[src/rtl/divu_pkg.sv]
package divu_pkg;

    typedef enum logic [1:0] {
        PH_IDLE = 2'd0,
        PH_RUN  = 2'd1,
        PH_ZERO = 2'd2
    } div_phase_e;

endpackage

[src/rtl/div_operand_prep.sv]
module div_operand_prep #(
    parameter int W = 32
) (
    input  logic [W-1:0] num_i,
    input  logic [W-1:0] den_i,
    input  logic         signed_i,
    output logic [W-1:0] num_mag_o,
    output logic [W-1:0] den_mag_o,
    output logic         neg_o,
    output logic         den_zero_o
);

    logic num_neg;
    logic den_neg;

    always_comb begin
        num_neg    = signed_i & num_i[W-1];
        den_neg    = signed_i & den_i[W-1];
        num_mag_o  = num_neg ? (~num_i + W'(1)) : num_i;
        den_mag_o  = den_neg ? (~den_i + W'(1)) : den_i;
        neg_o      = num_neg ^ den_neg;
        den_zero_o = ~|den_i;
    end

endmodule

[src/rtl/div_step.sv]
module div_step #(
    parameter int W = 32
) (
    input  logic [W-1:0] rem_i,
    input  logic [W-1:0] quo_i,
    input  logic [W-1:0] den_i,
    output logic [W-1:0] rem_o,
    output logic [W-1:0] quo_o
);

    logic [W:0] shifted;
    logic [W:0] trial;
    logic       fits;

    always_comb begin
        shifted = {rem_i, quo_i[W-1]};
        fits    = (shifted >= {1'b0, den_i});
        trial   = shifted - {1'b0, den_i};
        rem_o   = fits ? trial[W-1:0] : shifted[W-1:0];
        quo_o   = {quo_i[W-2:0], fits};
    end

endmodule

[src/rtl/div_sign_apply.sv]
module div_sign_apply #(
    parameter int W = 32
) (
    input  logic [W-1:0] mag_i,
    input  logic         neg_i,
    output logic [W-1:0] res_o
);

    always_comb begin
        res_o = neg_i ? (~mag_i + W'(1)) : mag_i;
    end

endmodule

[src/rtl/int_divider.sv]
module int_divider
    import divu_pkg::*;
#(
    parameter int WIDTH = 32
) (
    input  logic             clk,
    input  logic             rst_n,
    input  logic             start,
    input  logic             signed_mode,
    input  logic [WIDTH-1:0] dividend,
    input  logic [WIDTH-1:0] divisor,
    output logic             busy,
    output logic             done,
    output logic [WIDTH-1:0] quotient
);

    localparam int               CNT_W = (WIDTH > 2) ? $clog2(WIDTH) : 1;
    localparam logic [CNT_W-1:0] LAST  = CNT_W'(WIDTH - 1);

    typedef struct packed {
        div_phase_e       phase;
        logic [CNT_W-1:0] cnt;
        logic [WIDTH-1:0] rem;
        logic [WIDTH-1:0] acc;
        logic [WIDTH-1:0] den;
        logic             neg;
        logic             fin;
        logic [WIDTH-1:0] res;
    } div_state_t;

    div_state_t st_q;
    div_state_t st_d;

    logic [WIDTH-1:0] num_mag;
    logic [WIDTH-1:0] den_mag;
    logic             op_neg;
    logic             den_zero;
    logic [WIDTH-1:0] step_rem;
    logic [WIDTH-1:0] step_quo;
    logic [WIDTH-1:0] signed_res;

    div_operand_prep #(.W(WIDTH)) u_prep (
        .num_i      (dividend),
        .den_i      (divisor),
        .signed_i   (signed_mode),
        .num_mag_o  (num_mag),
        .den_mag_o  (den_mag),
        .neg_o      (op_neg),
        .den_zero_o (den_zero)
    );

    div_step #(.W(WIDTH)) u_step (
        .rem_i (st_q.rem),
        .quo_i (st_q.acc),
        .den_i (st_q.den),
        .rem_o (step_rem),
        .quo_o (step_quo)
    );

    div_sign_apply #(.W(WIDTH)) u_sign (
        .mag_i (step_quo),
        .neg_i (st_q.neg),
        .res_o (signed_res)
    );

    always_comb begin
        st_d     = st_q;
        st_d.fin = 1'b0;
        unique case (st_q.phase)
            PH_IDLE: begin
                if (start) begin
                    st_d.cnt = '0;
                    st_d.rem = '0;
                    st_d.acc = num_mag;
                    st_d.den = den_mag;
                    st_d.neg = op_neg;
                    st_d.phase = den_zero ? PH_ZERO : PH_RUN;
                end
            end
            PH_RUN: begin
                st_d.rem = step_rem;
                st_d.acc = step_quo;
                st_d.cnt = st_q.cnt + CNT_W'(1);
                if (st_q.cnt == LAST) begin
                    st_d.phase = PH_IDLE;
                    st_d.fin   = 1'b1;
                    st_d.res   = signed_res;
                end
            end
            PH_ZERO: begin
                st_d.phase = PH_IDLE;
                st_d.fin   = 1'b1;
                st_d.res   = '0;
            end
            default: begin
                st_d.phase = PH_IDLE;
            end
        endcase
    end

    always_ff @(posedge clk or negedge rst_n) begin
        if (!rst_n) begin
            st_q <= '0;
        end else begin
            st_q <= st_d;
        end
    end

    assign busy     = (st_q.phase != PH_IDLE);
    assign done     = st_q.fin;
    assign quotient = st_q.res;

endmodule

[config.mk]
export PLATFORM = sky130hd
export DESIGN_NAME = int_divider
export DESIGN_NICKNAME = d
export VERILOG_FILES = /design/src/rtl/divu_pkg.sv /design/src/rtl/div_operand_prep.sv /design/src/rtl/div_step.sv /design/src/rtl/div_sign_apply.sv /design/src/rtl/int_divider.sv
export SDC_FILE = /design/constraint.sdc
export NUM_CORES = 1
export LEC_CHECK = 0
export ABC_CLOCK_PERIOD_IN_PS = 7950
export BUFFER_PORTS_ARGS = -buffer_cell sky130_fd_sc_hd__buf_2
export CORE_MARGIN = 2
export CORE_UTILIZATION = 60
export DETAILED_ROUTE_END_ITERATION = 16
export MAX_ROUTING_LAYER = met4
export PLACE_DENSITY = 0.8
export SLEW_MARGIN = 20
export SYNTH_ARGS = -nofsm -noshare
export SYNTH_HDL_FRONTEND = slang
export SYNTH_SLANG_ARGS = --single-unit
[constraint.sdc]
create_clock -name clk -period 7.95 [get_ports clk]
set_input_delay 0.3975 -clock clk [delete_from_list [all_inputs] [get_ports clk]]
set_output_delay 0.3975 -clock clk [all_outputs]
set_load 0.05 [all_outputs]
==> out/results.tsv, run 1 <==
metric	value	unit
die width	131	um
drc violations	0	
Synth Area in Simple Gates	0.159	
Startpoint Class	register	
Gate Count Post-Synth	1164	
Die H	131	um
Synth Flop Type	dfrtp_1	
Avg Cell Area, Syn	8.31	um^2
Max stage delay on crit path	0.52	ns
Final period util	0.604	
Fin. Hold Viols	0	
Final Net Count	1306	
Ys Warns	0	
H-tree depth	4	
dpl cell area	10000	um^2
crit-path max FO	37	
Slew @ Worst Pin	1.02	ns
Final GP Congestion	0.898	
Worst EP required	8.21	ns
Vias	8625	
compound-cell area share of the yosys netlist	0.244	
post-synthesis cell area	9670	um^2
FFs w/ async S/R, synth	1.00	
worst-path cell chain	inv_1, ha_1, a21oi_2, o21ai_1, a41o_1, or3b_1, o31ai_4, o21ai_2, inv_2, ha_1, nand3_1, o21ai_1, nand2b_1, or2_2, o41ai_1, xor2_1, o21ai_0	
slowest CP cell	or3b_1	
global-route wire length before repair	39500	um
Port Buf Inserts	101	
commonest non-fill, non-tap cells in the layout	143 x nand2_1, 137 x dfrtp_1, 132 x o21ai_0, 107 x a21oi_1, 100 x buf_2	
unrepaired setup endpoints after global routing	false	
Peak supply drop	251	uV
detailed placement HPWL	17300	um
WL met2	10700	um
worst relative slew slack	0.317	
share of the synthesized area in the top cell type	0.355	
CTS tree	done	
WP data arrival	5.06	ns
1st-iter DRT viols	745	
finished layout cell area	10700	um^2
Root Driver	clkbuf_16	
routed wire length	24100	um
flops & latches, synth	137	
clock-pin slew on the worst setup and hold paths	0.06	ns
Sw Share	0.451	
gr ovfl total	0	
Post-Synth Adder-Cell Area	0.0538	
post-synthesis sequential area ratio	0.355	
number of global-route vias before repair	7814	
worst skew pair latency	0.43	ns
mux share of post-synthesis cell area	0.0104	
largest net degree at the start of global routing	73	
top sig layer	met4	
DIE AREA	17100	um^2
Synth area leaders	dfrtp_1 35%, o21ai_0 6.8%, nand2_1 5.6%	
Post-synth EDFFs	0	
clk sink count	137	
n_diodes	0	
post-synthesis xor/xnor area fraction	0.103	
cell taking the most area after synthesis	dfrtp_1	
Post-CTS Resized	0	
P&R area growth vs syn	10.4	%
max-cap check violation count	0	
1st-pass router iterations	5	
Met1 Wirelength	11300	um
layout cell share with drive strength beyond 1	0.139	
clock group share of total power	0.200	
Routed met3 length	1760	um
Comb power frac	0.522	
most common cell after layout, fill and taps aside	nand2_1	
fin crit period	4.80	ns
initial antenna violation count	0	
Tightest Hold Check Type	in -> reg	
Hold WS	0.261	ns
NetSw	0.00195	W
Via density	6.05	
CTS buffer count	17	
Netlist cell types	74	
site row count	46	
power share of the sequential group	0.277	
crit path kind	reg -> reg	
I/O pins	102	
Longest Clk Path Bufs	2	
status	finished, final reports clean	
upper clock frequency limit	208	MHz
CP endpoint kind	register	
final setup violating endpoints	0	
skew final	0.00848	ns
Initial Util	0.611	
Routed Antenna Nets	0	
Core Region	15800	um^2
power per cell area	405	nW/um^2
Pins Over Slew Limit	0	
Internal	0.00238	W
largest family of logic cells by synthesized area	compound AO/OA/AOI/OAI gates	
gr usage total	0.301	
Lkg Pwr	4.77	nW
syn_nets	1273	
final setup TNS	0	ns
WL/cell	16.9	um
## critical path: cells and delay by family (launching register included)
kind | cells | cell delay (ns)
simple gates | 4 | 1.09
flops | 1 | 0.35
compound gates | 8 | 1.67
buf+inv | 2 | 0.55
xor+xnor | 1 | 0.18
fa+ha+maj | 2 | 0.78
## kinds of logic (layout without fill, tap and decap cells)
logic type      after synthesis  after routing
compound gates              383            383
mux                          10             10
simple gates                327            327
xor+xnor                    114            114
fa+ha+maj                    41             41
buf+inv                     152            198
flops                       137            137
## power groups by stage
stage / logic [W] / clock network [W] / registers, W
2_1_floorplan: 0.00180 / 0 / 0.00108
6_report: 0.00226 / 0.000867 / 0.00120
4_1_cts: 0.00223 / 0.000869 / 0.00119
3_5_place_dp: 0.00219 / 0 / 0.00120
5_1_grt: 0.00250 / 0.000905 / 0.00123
3_3_place_gp: 0.00215 / 0 / 0.00118
## final timing paths
path                                             to                    start  slack, ns  depth (start not counted)
setup reg to reg           quotient[26]$_DFFE_PN0P_     st_q[42]$_DFFE_PN0P_       3.15                         17
min in group asynchronous      st_q[55]$_DFFE_PN0P_                    rst_n       0.51                          2
hold / removal                 st_q[60]$_DFFE_PN0P_              divisor[26]       0.26                          3
setup / recovery           quotient[26]$_DFFE_PN0P_     st_q[42]$_DFFE_PN0P_       3.15                         17
hold reg to reg             quotient[7]$_DFFE_PN0P_  quotient[7]$_DFFE_PN0P_       0.47                          2
max in group asynchronous  quotient[18]$_DFFE_PN0P_                    rst_n       6.11                          3
## state kept, by name, summed over array words and instances (netlist names)
name	count
done	1
quotient	32
st_q	104
## repair_timing
item                      4_1_cts  5_1_grt
buffers inserted                0        0
hold endpoints to repair       36        0
hold buffers                    1        0
## synth_stat cells (8+ instances only)
master / instances
nand2_1: 145
dfrtp_1: 137
o21ai_0: 132
a21oi_1: 108
nor2_1: 59
xnor2_1: 58
xor2_1: 56
inv_1: 52
clkbuf_1: 49
ha_1: 40
buf_4: 35
o22ai_1: 31
nor3_1: 26
nand3_1: 18
o31ai_1: 15
nand2b_1: 14
a32oi_1: 12
a21o_1: 11
and3_1: 10
mux2i_1: 10
and2_1: 9
nor4_1: 8
## per-layer routing
layer  vias to the layer above  GRT usage
li1                       4161          -
met2                       320      0.437
met1                      4110      0.432
met5                         -          -
met3                        34     0.0607
met4                         0     0.0820
## stage by stage
step | setup WS, ns | total power, W | cells | utilization
after floorplan | 3.82 | 0.00288 | 1164 | -
after global placement | 3.39 | 0.00334 | 1393 | 0.633
after detailed placement | 3.23 | 0.00339 | 1393 | 0.633
after CTS | 3.17 | 0.00428 | 1426 | 0.674
after global routing | 2.84 | 0.00463 | 1426 | 0.674
final | 3.15 | 0.00433 | 1426 | 0.674
## layout make-up
| cell class | instances | area, um^2 |
|---|---|---|
| Inverter | 54 | 203 |
| Timing Repair Buffer | 112 | 597 |
| Multi-Input combinational cell | 875 | 5530 |
| Fill cell | 1289 | 5150 |
| Clock buffer | 22 | 484 |
| Clock inverter | 10 | 164 |
| Sequential cell | 137 | 3430 |
| Tap cell | 216 | 270 |
Note: power is estimated with default switching activity, not from simulation.
==> run 2: changes to the inputs <==
--- a/config.mk
+++ b/config.mk
@@ -5,7 +5,7 @@
 export SDC_FILE = /design/constraint.sdc
 export NUM_CORES = 1
 export LEC_CHECK = 0
-export ABC_CLOCK_PERIOD_IN_PS = 7950
+export ABC_CLOCK_PERIOD_IN_PS = 4600
 export BUFFER_PORTS_ARGS = -buffer_cell sky130_fd_sc_hd__buf_2
 export CORE_MARGIN = 2
 export CORE_UTILIZATION = 60
==> constraint.sdc (replaced) <==
create_clock -name clk -period 4.6 [get_ports clk]
set_input_delay 0.23 -clock clk [delete_from_list [all_inputs] [get_ports clk]]
set_output_delay 0.23 -clock clk [all_outputs]
set_load 0.05 [all_outputs]
==> run 2 against run 1 <==
Compared with the run above:
- clock-buffer cell count is 1 lower
- core utilization is 0.20 points lower
- critical path depth shrank 1
- first-iteration DRC count is 9.3% higher
- via count increased by 0.13%
- fmax up 16%
- combinational power increased by 75%
- routed wire length is 2.4% higher
- non-clock buffer count rose by 2
- critical path type unchanged
- largest cell class unchanged
==> out/results.tsv, run 2 (synthesis results as in run 1) <==
metric	value	unit
P&R area growth vs syn	10.1	%
drc violations	0	
WL/cell	17.3	um
final setup violating endpoints	0	
Via density	6.05	
final non-filler cell total	1427	
final setup TNS	0	ns
power share of the sequential group	0.279	
worst skew pair latency	0.43	ns
WP data arrival	4.44	ns
Port Buf Inserts	101	
worst relative slew slack	0.335	
worst-path cell chain	ha_1, a21oi_2, o21ai_1, a41o_1, or3b_1, o31ai_4, o21ai_2, inv_2, ha_1, nand3_1, o21ai_1, nand2b_1, or2_2, o41ai_1, xor2_1, o21ai_0	
slowest CP cell	or3b_1	
NetSw	0.00341	W
global-route wire length before repair	40600	um
clock-pin slew on the worst setup and hold paths	0.06	ns
Initial Util	0.611	
flip-flop and latch area	3430	um^2
layout cell share with drive strength beyond 1	0.139	
Final period util	0.901	
Max stage delay on crit path	0.51	ns
Startpoint Class	register	
Pins Over Slew Limit	0	
worst setup margin	0.457	ns
Filler Cell Count	1299	
Vias	8636	
1st-iter DRT viols	814	
detailed placement HPWL	17500	um
placed cell count	1395	
H-tree depth	4	
site row count	46	
I/O pins	102	
1st-pass router iterations	5	
initial antenna violation count	0	
fin crit period	4.14	ns
largest net degree at the start of global routing	109	
area taken by multi-input logic gates	5530	um^2
max-cap check violation count	0	
routed wire length	24700	um
CTS buffer count	17	
clk sink count	137	
status	finished, final reports clean	
Final GP Congestion	0.955	
clock group share of total power	0.190	
Placement Setup Slack	0.487	ns
skew final	0.0111	ns
crit path kind	reg -> reg	
Peak supply drop	432	uV
Lkg Pwr	4.76	nW
critical path's top delay family	compound AO/OA/AOI/OAI gates	
Total Power	0.00744	W
Sw Share	0.458	
Root Driver	clkbuf_16	
Worst EP required	4.90	ns
crit-path max FO	7	
Internal	0.00403	W
Longest Clk Path Bufs	2	
Tightest Hold Check Type	in -> reg	
most common cell after layout, fill and taps aside	nand2_1	
n_diodes	0	
unrepaired setup endpoints after global routing	false	
Slew @ Worst Pin	0.998	ns
Comb power frac	0.531	
DIE AREA	17100	um^2
upper clock frequency limit	241	MHz
Largest Register	st_q	
commonest non-fill, non-tap cells in the layout	143 x nand2_1, 137 x dfrtp_1, 132 x o21ai_0, 107 x a21oi_1, 100 x buf_2	
max reg flops	104	
die width	131	um
number of global-route vias before repair	7973	
gr usage total	0.311	
gr ovfl total	0	
power per cell area	700	nW/um^2
Core Region	15800	um^2
CP endpoint kind	register	
Routed Antenna Nets	0	
CTS tree	done	
Fin. Hold Viols	0	
Die H	131	um
CP Buf/Inv Count	1	
Final Net Count	1308	
==> run 2: cell count changes in the layout (fill, tap and decap cells not counted) <==
| cell | change |
|---|---|
| clkbuf_8 | -2 |
| clkinv_4 | +1 |
| buf_4 | +2 |
| bufinv_16 | -1 |
| clkinvlp_4 | -2 |
| clkinv_2 | +1 |
| inv_6 | +1 |
| clkbuf_1 | +1 |
==> run 2: cell type report <==
type / instances / share of cell area
multi-input cells: 875 / 0.519
clock buffers: 21 / 0.0433
repair buffers: 114 / 0.0575
clock inverters: 10 / 0.0133
flip-flops and latches: 137 / 0.322
inverters: 54 / 0.0190
well taps: 216 / 0.0254
==> run 2: repair_timing <==
action | 4_1_cts | 5_1_grt
setup buffers | 0 | 0
endpoints found under the hold margin | 37 | 0
hold buffers | 1 | 0
gates resized for setup | 0 | 0
==> run 2: path summary, 6_finish.rpt <==
path | start | end | slack, ns | depth (start not counted)
hold / removal | divisor[31] | st_q[65]$_DFFE_PN0P_ | 0.10 | 3
setup reg to reg | st_q[105]$_DFFE_PN0P_ | quotient[26]$_DFFE_PN0P_ | 0.46 | 16
min in group asynchronous | rst_n | st_q[53]$_DFFE_PN0P_ | 0.48 | 2
hold reg to reg | quotient[9]$_DFFE_PN0P_ | quotient[9]$_DFFE_PN0P_ | 0.47 | 2
max in group asynchronous | rst_n | st_q[80]$_DFFE_PN0P_ | 3.10 | 3
setup / recovery | st_q[105]$_DFFE_PN0P_ | quotient[26]$_DFFE_PN0P_ | 0.46 | 16
==> run 2: power by group through the flow <==
stage	Clock (W)	Combinational (W)	Sequential, W
final	0.00141	0.00395	0.00208
after floorplan	0	0.00312	0.00186
after detailed placement	0	0.00385	0.00207
after CTS	0.00142	0.00391	0.00205
after global placement	0	0.00378	0.00204
after global routing	0.00146	0.00439	0.00213
==> run 2: tightest hold or removal path, stage by stage <==
cell	delay [ns]
buf_2	0.13
nand3_1	0.07
o21ai_0	0.06
==> run 2: metrics by stage <==
step / cell area (um^2) / hold WS [ns] / util
floorplan: 9670 / -0.0656 / -
global placement: 10000 / 0.418 / 0.634
detailed placement: 10000 / 0.419 / 0.634
CTS: 10600 / 0.0974 / 0.672
global route: 10600 / 0.123 / 0.672
finish: 10600 / 0.102 / 0.672
==> run 2: metal layers <==
metal / vias up / track usage / part of all wire
met5: - / - / 0
met4: 0 / 0.0788 / 0.014
met3: 35 / 0.0521 / 0.072
met2: 341 / 0.457 / 0.44
met1: 4099 / 0.450 / 0.47
li1: 4161 / - / -
